`src/rtl/harmcorr_pkg.sv`:
```
package harmcorr_pkg;

    localparam int N_PTS    = 8;
    localparam int PT_W     = 3;
    localparam int SIN_W    = 8;
    localparam int SIN_FRAC = 7;

    typedef logic [PT_W-1:0] pt_t;

    typedef struct packed {
        pt_t  pt;
        logic bound;
    } phase_t;

    // Fixed-point sine of m*pi/16, scaled by 127, from a quarter-wave table
    function automatic int sin32(input int m);
        int q;
        int r;
        int v;
        q = m % 16;
        r = (q > 8) ? 16 - q : q;
        case (r)
            0:       v = 0;
            1:       v = 25;
            2:       v = 49;
            3:       v = 71;
            4:       v = 90;
            5:       v = 106;
            6:       v = 117;
            7:       v = 125;
            default: v = 127;
        endcase
        if ((m % 32) >= 16) v = -v;
        return v;
    endfunction

endpackage

```
`src/rtl/harmcorr_timebase.sv`:
```
module harmcorr_timebase
    import harmcorr_pkg::*;
#(
    parameter int HOLD = 104
) (
    input  logic   clk,
    input  logic   rst,
    input  logic   en,
    input  logic   tick,
    output phase_t ph
);
    localparam int HW = $clog2(HOLD + 1);

    logic [HW-1:0] hold_q;
    pt_t           pt_q;
    logic          last_hold;

    assign last_hold = (hold_q == HW'(HOLD - 1));

    always_ff @(posedge clk) begin
        if (rst || !en) begin
            hold_q <= '0;
            pt_q   <= '0;
        end else if (tick) begin
            if (last_hold) begin
                hold_q <= '0;
                pt_q   <= pt_q + 1'b1;
            end else begin
                hold_q <= hold_q + 1'b1;
            end
        end
    end

    assign ph.pt    = pt_q;
    assign ph.bound = en && tick && last_hold && (pt_q == PT_W'(N_PTS - 1));

    AST_PT_ADVANCE: assert property (@(posedge clk) disable iff (rst)
        (en && tick && last_hold) |=> (pt_q == PT_W'($past(pt_q) + 1'b1)));
    AST_PT_HELD: assert property (@(posedge clk) disable iff (rst)
        (en && !(tick && last_hold)) |=> $stable(pt_q));

endmodule

```
`src/rtl/harmcorr_softstart.sv`:
```
module harmcorr_softstart #(
    parameter int GW = 8
) (
    input  logic          clk,
    input  logic          rst,
    input  logic          en,
    input  logic          bound,
    input  logic [GW-1:0] target,
    output logic [GW-1:0] gain
);
    always_ff @(posedge clk) begin
        if (rst || !en) begin
            gain <= '0;
        end else if (bound) begin
            if (gain < target) gain <= gain + 1'b1;
            else               gain <= target;
        end
    end

    AST_GAIN_CLEARED: assert property (@(posedge clk) disable iff (rst)
        !en |=> (gain == '0));
    AST_GAIN_STEADY: assert property (@(posedge clk) disable iff (rst)
        (en && !bound) |=> $stable(gain));
    AST_GAIN_LIMIT: assert property (@(posedge clk) disable iff (rst)
        (en && bound) |=> (gain <= $past(target)));

endmodule

```
`src/rtl/harmcorr_wave.sv`:
```
module harmcorr_wave
    import harmcorr_pkg::*;
#(
    parameter int NH = 3,
    parameter int CW = 12,
    parameter int GW = 8,
    parameter int OW = 12
) (
    input  logic                 clk,
    input  logic                 rst,
    input  logic                 en,
    input  phase_t               ph,
    input  logic                 coef_we,
    input  logic [NH*CW-1:0]     coef_in,
    input  logic [GW-1:0]        gain,
    output logic signed [OW-1:0] value
);
    localparam int AW = CW + SIN_W + $clog2(NH) + 1;
    localparam int PW = AW + GW + 1;
    localparam int SH = SIN_FRAC + GW;
    localparam logic signed [PW-1:0] MAXV = PW'((64'sd1 <<< (OW - 1)) - 1);
    localparam logic signed [PW-1:0] MINV = -MAXV - 1;

    logic [NH-1:0][CW-1:0] pend_q;
    logic [NH-1:0][CW-1:0] act_q;

    always_ff @(posedge clk) begin
        if (rst) begin
            pend_q <= '0;
            act_q  <= '0;
        end else begin
            if (coef_we)          pend_q <= coef_in;
            if (!en || ph.bound)  act_q  <= pend_q;
        end
    end

    logic signed [SIN_W-1:0] sin_v [NH];
    logic signed [AW-1:0]    prod  [NH];

    for (genvar i = 0; i < NH; i++) begin : g_harm
        assign sin_v[i] = SIN_W'(sin32((2 * i + 3) * (2 * int'(ph.pt) + 1)));
        assign prod[i]  = AW'(signed'(act_q[i])) * AW'(sin_v[i]);
    end

    logic signed [AW-1:0] acc;
    logic signed [PW-1:0] full;
    logic signed [PW-1:0] neg;

    always_comb begin
        acc = '0;
        for (int i = 0; i < NH; i++) acc = acc + prod[i];
        full = PW'(acc) * PW'(signed'({1'b0, gain}));
        neg  = -(full >>> SH);
        if (neg > MAXV)      value = OW'(MAXV);
        else if (neg < MINV) value = OW'(MINV);
        else                 value = OW'(neg);
    end

    AST_ACTIVE_HELD: assert property (@(posedge clk) disable iff (rst)
        (en && !ph.bound) |=> $stable(act_q));

endmodule

```
`src/rtl/harmcorr_synth.sv`:
```
module harmcorr_synth
    import harmcorr_pkg::*;
#(
    parameter int NH   = 3,
    parameter int CW   = 12,
    parameter int GW   = 8,
    parameter int OW   = 12,
    parameter int HOLD = 104
) (
    input  logic                 clk,
    input  logic                 rst,
    input  logic                 en,
    input  logic                 sw_tick,
    input  logic                 coef_we,
    input  logic [NH*CW-1:0]     coef_in,
    input  logic [GW-1:0]        gain_tgt,
    output logic signed [OW-1:0] corr_out,
    output logic                 corr_stb
);
    phase_t                ph;
    logic [GW-1:0]         gain;
    logic signed [OW-1:0]  value;

    harmcorr_timebase #(.HOLD(HOLD)) tb_i (
        .clk  (clk),
        .rst  (rst),
        .en   (en),
        .tick (sw_tick),
        .ph   (ph)
    );

    harmcorr_softstart #(.GW(GW)) ss_i (
        .clk    (clk),
        .rst    (rst),
        .en     (en),
        .bound  (ph.bound),
        .target (gain_tgt),
        .gain   (gain)
    );

    harmcorr_wave #(.NH(NH), .CW(CW), .GW(GW), .OW(OW)) wv_i (
        .clk     (clk),
        .rst     (rst),
        .en      (en),
        .ph      (ph),
        .coef_we (coef_we),
        .coef_in (coef_in),
        .gain    (gain),
        .value   (value)
    );

    always_ff @(posedge clk) begin
        if (rst || !en) begin
            corr_out <= '0;
            corr_stb <= 1'b0;
        end else begin
            corr_stb <= sw_tick;
            if (sw_tick) corr_out <= value;
        end
    end

    AST_STB_FROM_TICK: assert property (@(posedge clk) disable iff (rst)
        corr_stb |-> $past(sw_tick && en));
    AST_OFF_QUIET: assert property (@(posedge clk) disable iff (rst)
        !en |=> (corr_out == '0 && !corr_stb));

endmodule

```
`config.mk`:
```
export PLATFORM = sky130hd
export DESIGN_NAME = harmcorr_synth
export DESIGN_NICKNAME = d
export VERILOG_FILES = /design/src/rtl/harmcorr_pkg.sv /design/src/rtl/harmcorr_timebase.sv /design/src/rtl/harmcorr_softstart.sv /design/src/rtl/harmcorr_wave.sv /design/src/rtl/harmcorr_synth.sv
export SDC_FILE = /design/constraint.sdc
export NUM_CORES = 1
export LEC_CHECK = 0
export BUFFER_PORTS_ARGS = -buffer_cell sky130_fd_sc_hd__buf_2
export CORE_MARGIN = 3
export CORE_UTILIZATION = 30
export DETAILED_ROUTE_END_ITERATION = 10
export REMOVE_ABC_BUFFERS = 1
export SLEW_MARGIN = 20
export SYNTH_ARGS = -nofsm -noshare
export SYNTH_HDL_FRONTEND = slang
export SYNTH_SLANG_ARGS = --single-unit
```
`constraint.sdc`:
```
create_clock -name clk -period 16.8 [get_ports clk]
set_input_delay 0.84 -clock clk [delete_from_list [all_inputs] [get_ports clk]]
set_output_delay 0.84 -clock clk [all_outputs]
set_load 0.05 [all_outputs]
```
# Word-level counts from Yosys, hierarchy flattened
# Memories as Yosys holds them, arrays and structs flattened.
# Index checks and enable logic that the tools add are counted.
dict set report word_totals {
  wordCells 80
  ff_bits 103
  mem_count 3
  in_bits 49
  romBits 168
  out_inout_bits 13
}
# name words width read_ports rd_ports_with_merged_regs write_ports line
set memory_table {}
lappend memory_table {{(name not given)} 8 7 1 0 0 harmcorr_pkg.sv:22} ;# case (r)
lappend memory_table {{(name not given)} 8 7 1 0 0 harmcorr_pkg.sv:22}
lappend memory_table {{(name not given)} 8 7 1 0 0 harmcorr_pkg.sv:22}
dict set report classes {
  bitwise_logic 6
  eq_ne 2
  muxes 13
  add_sub_neg 13
  reduce_logical 16
  n_mul 7
  order_cmp 9
}
# operator count
set op_table {}
lappend op_table {{$mux W32} 3}
lappend op_table {{$logic_not A29 Y1} 3}
lappend op_table {{$mul A4 B32 Y32 const A} 2}
lappend op_table {{$mul A12 B8 Y20} 3}
lappend op_table {{$mux W8} 7}
lappend op_table {{$gt A32 B12 Y1 const B} 1}
lappend op_table {{$lt A32 B12 Y1 const B} 1}
lappend op_table {{$mul A23 B9 Y32} 1}
lappend op_table {{$mul A3 B32 Y32 const A} 1}
lappend op_table {{$neg A17 Y32} 1}
lappend op_table {{$mux W12} 2}
lappend op_table {{$neg A8 Y8} 3}
lappend op_table {{$add A23 B20 Y23} 1}
lappend op_table {{$add A23 B23 Y23} 1}
lappend op_table {{$sub A6 B5 Y7 const A} 3}
lappend op_table {{$ge A6 B6 Y1 const B} 3}
lappend op_table {{$gt A5 B5 Y1 const B} 3}
lappend op_table {{$reduce_or A5 Y1} 3}
lappend op_table {{$reduce_or A4 Y1} 3}
lappend op_table {{$add A8 B1 Y8 const B} 1}
lappend op_table {{$lt A8 B8 Y1} 1}
lappend op_table {{$add A7 B1 Y7 const B} 1}
lappend op_table {{$eq A7 B7 Y1 const B} 1}
lappend op_table {{$mux W7} 1}
lappend op_table {{other kinds (8)} 16}

# Longest topological paths before layout
dict set report depth {
  depth_word 18
  mapped_depth 68
  mapped_depth_nobuf 65
}

# Cells and area by module
# Synthesis repeated with hierarchy kept, for this count alone.
dict set report hier_totals {
  cells_unflattened 2622
  hier_area_um2 23208.5
}
# mod cells_per_inst area_per_inst_um2 instances
set by_module_without_submodules {}
lappend by_module_without_submodules {harmcorr_wave 2433 21508.1 1}
lappend by_module_without_submodules {harmcorr_softstart 87 709.4 1}
lappend by_module_without_submodules {harmcorr_timebase 59 515.5 1}
lappend by_module_without_submodules {harmcorr_synth 43 475.5 1}

# Worst setup path after synthesis
# Ideal clock, no wire load.
dict set report synth_timing {
  path_kind {reg2reg}
  startpoint {register tb_i.pt_q[0]}
  endpoint {register corr_out[1]}
  setup_ns 0.133
  stages_incl_launch_ff 60
  setup_slack_ns 1.006
  t_required_ns 16.667
  t_arrival_ns 15.662
  cell_sequence {dfxtp_1 > clkbuf_1 > inv_1 > ha_1 > clkbuf_1 > clkbuf_1 > clkbuf_1 > clkbuf_1 > nand2_1 > fa_1 > fa_1 > inv_1 > fa_1 > inv_1 > fa_1 > inv_1 > ha_1 > inv_1 > [24 not listed] > inv_1 > fa_1 > fa_1 > fa_1 > ha_1 > a21oi_1 > o21ai_0 > nand2b_1 > o31a_1 > buf_6 > or4_4 > a31oi_4 > nand3b_1 > or4_1 > a32o_1 > a31oi_2 > buf_4 > o311ai_1}
}
dict set report synth_between {
  elab_chain_cells 18
  word_cells_on_any_way 54
  classes_between {add/sub: 10; mul: 7; order compare: 8; mux: 11; bitwise: 6; reduce/logical: 9; memory: 3}
}
# item line
set synth_rtl {}
lappend synth_rtl {{from (decl)} harmcorr_timebase.sv:15} ;# pt_t pt_q;
lappend synth_rtl {{from (signal assigned)} harmcorr_timebase.sv:27} ;# pt_q <= pt_q + 1'b1;
lappend synth_rtl {{$add A4 B1 Y5 (*)} harmcorr_wave.sv:41} ;# assign sin_v[i] = SIN_W'(sin32((2 * i + 3) * (2 * int'(ph.pt) + 1)));
lappend synth_rtl {{$mul A3 B32 Y32 or $mul A4 B32 Y32 (tied branches)} harmcorr_wave.sv:41}
lappend synth_rtl {{$reduce_or A4 Y1 (no source line)} n/a}
lappend synth_rtl {{$and A1 B1 Y1 (no source line)} n/a}
lappend synth_rtl {{$gt A5 B5 Y1 or $sub A6 B5 Y7 (tied branches)} harmcorr_pkg.sv:21} ;# r = (q > 8) ? 16 - q : q;
lappend synth_rtl {{$mux W32} harmcorr_pkg.sv:21}
lappend synth_rtl {{$mem_v2 Z8 W7 or $logic_not A29 Y1 (tied branches)} n/a}
lappend synth_rtl {{$mux W8} harmcorr_pkg.sv:22}
lappend synth_rtl {{[2 not listed]} n/a}
lappend synth_rtl {{$mul A12 B8 Y20} harmcorr_wave.sv:42} ;# assign prod[i] = AW'(signed'(act_q[i])) * AW'(sin_v[i]);
lappend synth_rtl {{$add A23 B23 Y23} harmcorr_wave.sv:51} ;# for (int i = 0; i < NH; i++) acc = acc + prod[i];
lappend synth_rtl {{$add A23 B20 Y23 (*)} harmcorr_wave.sv:51}
lappend synth_rtl {{$mul A23 B9 Y32 (*)} harmcorr_wave.sv:52} ;# full = PW'(acc) * PW'(signed'({1'b0, gain}));
lappend synth_rtl {{$neg A17 Y32 (*)} harmcorr_wave.sv:53} ;# neg = -(full >>> SH);
lappend synth_rtl {{$lt A32 B12 Y1} harmcorr_wave.sv:55} ;# else if (neg < MINV) value = OW'(MINV);
lappend synth_rtl {{$mux W12} harmcorr_wave.sv:55}
lappend synth_rtl {{$mux W12 (*)} harmcorr_wave.sv:54} ;# if (neg > MAXV) value = OW'(MAXV);
lappend synth_rtl {{to (signal assigned)} harmcorr_synth.sv:58} ;# if (sw_tick) corr_out <= value;
lappend synth_rtl {{to (decl)} harmcorr_synth.sv:17} ;# output logic signed [OW-1:0] corr_out,
# Every way passes the cells marked *; elsewhere a longest branch is shown, timed or not.
# A chain may end at the register's enable or synchronous reset.

# Worst setup path in the final report
dict set report layout_timing {
  startpoint {register tb_i.pt_q[0]}
  endpoint {register corr_out[7]}
}
# The elaborated chain is that of the path after synthesis.

==> flow_summary.json <==
{
  "htreeDepth": 3,
  "die-area_um2": 80700,
  "tightest_slew_ns": 1.05,
  "setup-tns-final_ns": 0,
  "insertion_delay_ns": 0.40,
  "dr.pass1.iters": 5,
  "cts_buffers": 9,
  "wl_um": 50600,
  "syn_area_um2": 23200,
  "post-place-ws_ns": -0.306,
  "p_per_area_nw_per_um2": 44.3,
  "fillerInstances": 8073,
  "wire_per_inst_um": 13.6,
  "grt_max_degree": 73,
  "design_area_um2": 25300,
  "vias_per_cell": 4.53,
  "synth-seq-cells": 103,
  "post-route-period-util_pct": 95.8,
  "setup_viol": 0,
  "finalHoldViolCount": 0,
  "row_count": 101,
  "yosysWarnings": 0,
  "cts_tree": "yes",
  "drtAntennaViolNets": 0,
  "seq_area_um2": 2060,
  "postCtsHoldBufs": 0,
  "multi_input_area_um2": 18900,
  "crit_path_max_fanout": 8,
  "initial_utilization_pct": 30.4,
  "worstRegToRegCells": 63,
  "clkSinkCount": 103,
  "critPathKind": "reg2reg",
  "synth_common_cells": "inv_1 (564), fa_1 (430), nand2_1 (298)",
  "max_freq_ghz": 0.0621,
  "ios": 62,
  "syn_inst": 2660,
  "nets": 3370,
  "max_stage_delay_ns": 0.54,
  "synth_edf_count": 0,
  "min_path_cells": 2,
  "drive_gt1_share_pct": 6.25,
  "grt_pass1_vias": 17059,
  "ys_types": 77,
  "root_buffer": "clkbuf_16",
  "core_area_um2": 76300,
  "port_buffers": 61,
  "synthArstFlopShare_pct": 0,
  "place_hpwl_um": 41500,
  "path_clk_slew_ns": 0.08,
  "synth-main-ff-cell": "dfxtp_1",
  "dieHeight_um": 284,
  "hp-class": "reg2reg",
  "antenna_found_initial": 2,
  "n_antenna_cell": 0,
  "fin_skew_ns": 0.0261,
  "dpl-instance-area_um2": 24700,
  "synth_top_area_cell": "fa_1",
  "slew_violations": 0,
  "synth_top_cell_area_share_pct": 37.1,
  "yosysSeqAreaShare_pct": 8.88,
  "cp.required_ns": 17.08,
  "leakage_nw": 12.8,
  "grt.overflow.total": 0,
  "yosys-top-cells-area": "fa_1 (37%), ha_1 (11%), inv_1 (9.1%), dfxtp_1 (8.9%), and2_1 (6.7%)",
  "grt_util_all_layers_pct": 12.8,
  "critPathArrivalTime_ns": 16.38,
  "outcome": "complete, no violations",
  "dr_total_vias": 16836,
  "vdd_drop_max_v": 0.0000477,
  "cp_slowest_cell": "fa_1",
  "maxCapViolCount": 0,
  "die_w_um": 284,
  "drt_iter0_drc": 679,
  "synth_most_common_cell": "inv_1",
  "critPathCaptureType": "flop",
  "clk_path_buf_depth": 2,
  "grt_pass1_wl_um": 85600,
  "syn_to_final_growth_pct": 8.87,
  "drcViolationCount": 0,
  "cp-start-kind": "flop",
  "syn_area_per_cell_um2": 8.73,
  "finalWorstSetupSlack_ns": 0.704,
  "maxSlewHeadroom_pct": 29.6,
  "fin_crit_ns": 16.10,
  "place.gp.congestion": 0.831
}
[placed cells by master, fill, tap and decap left out, types with 60 or more instances in the layout]
cell and count:
inv_1 564, nor2_1 95, buf_2 60, and2_1 249
xnor2_1 67, dfxtp_1 102, fa_1 430, nand2_1 298
ha_1 209, a21oi_1 96
[power by group]
group | switching, mW | internal, mW | total [mW]
combinational | 0.395 | 0.236 | 0.631
sequential | 0.00963 | 0.252 | 0.262
clock | 0.123 | 0.104 | 0.226
[metal layers]
layer / global-route usage [%] / share of wire [%]
met1: 17.6 / 47
met2: 21.5 / 48
met3: 1.52 / 3.2
met4: 2.57 / 1.3
met5: 0 / 0.026
[path summary, 6_finish.rpt]
path / start / to / slack (ns)
worst min-delay path: wv_i.pend_q[9] / wv_i.act_q[9] / 0.46
worst max-delay path: tb_i.pt_q[0] / corr_out[7] / 0.70
worst min register to register: wv_i.pend_q[9] / wv_i.act_q[9] / 0.46
worst max register to register: tb_i.pt_q[0] / corr_out[7] / 0.70
[layout make-up]
| class | instances | area share, % |
|---|---|---|
| clock inverter | 6 | 0.208 |
| timing repair buffer | 103 | 2.48 |
| clock buffer | 10 | 0.906 |
| tap | 1030 | 5.10 |
| inverter | 564 | 8.38 |
| multi-input combinational | 1900 | 74.8 |
| sequential | 103 | 8.16 |
[cells by family (layout without fill, tap and decap cells)]
logic type      Yosys count  count (layout)  synth area share [%]
compound gates          275             276                  7.81
xor+xnor                105             105                  3.96
fa+ha+maj               640             640                  48.4
buf+inv                 658             683                  10.7
flops                   103             103                  8.88
mux                      47              47                  2.03
simple gates            832             832                  18.2
[critical path, delay by kind of cell, from the launching register on]
| family | cells | cell delay, ns |
|---|---|---|
| fa+ha+maj | 18 | 8.10 |
| compound gates | 15 | 2.90 |
| simple gates | 9 | 2.40 |
| xor+xnor | 5 | 1.03 |
| flops | 1 | 0.33 |
| buf+inv | 16 | 1.23 |
[flip-flops by register name (all words and copies together), names as in the netlist]
register and count:
tb_i.hold_q 7, corr_stb 1, corr_out 12, ss_i.gain 8, wv_i.act_q 36, tb_i.pt_q 3, wv_i.pend_q 36
[metrics by stage]
stage / instances / util, % / hold slack [ns] / power (mW)
2_1_floorplan: 2566 / - / 0.430 / 0.703
3_3_place_gp: 3686 / 32.3 / 0.446 / 0.859
3_5_place_dp: 3686 / 32.3 / 0.448 / 0.869
4_1_cts: 3702 / 32.7 / 0.461 / 1.11
5_1_grt: 3716 / 33.1 / 0.480 / 1.23
6_report: 3716 / 33.1 / 0.457 / 1.12
[timing repair]
| action | CTS | global route |
|---|---|---|
| endpoints found under the setup margin | 11 | 12 |
| resized for setup | 3 | 34 |
| setup buffers | 0 | 13 |
| pin swaps | 0 | 6 |
| cloned | 0 | 1 |
Note: power is estimated with default switching activity, not from simulation.
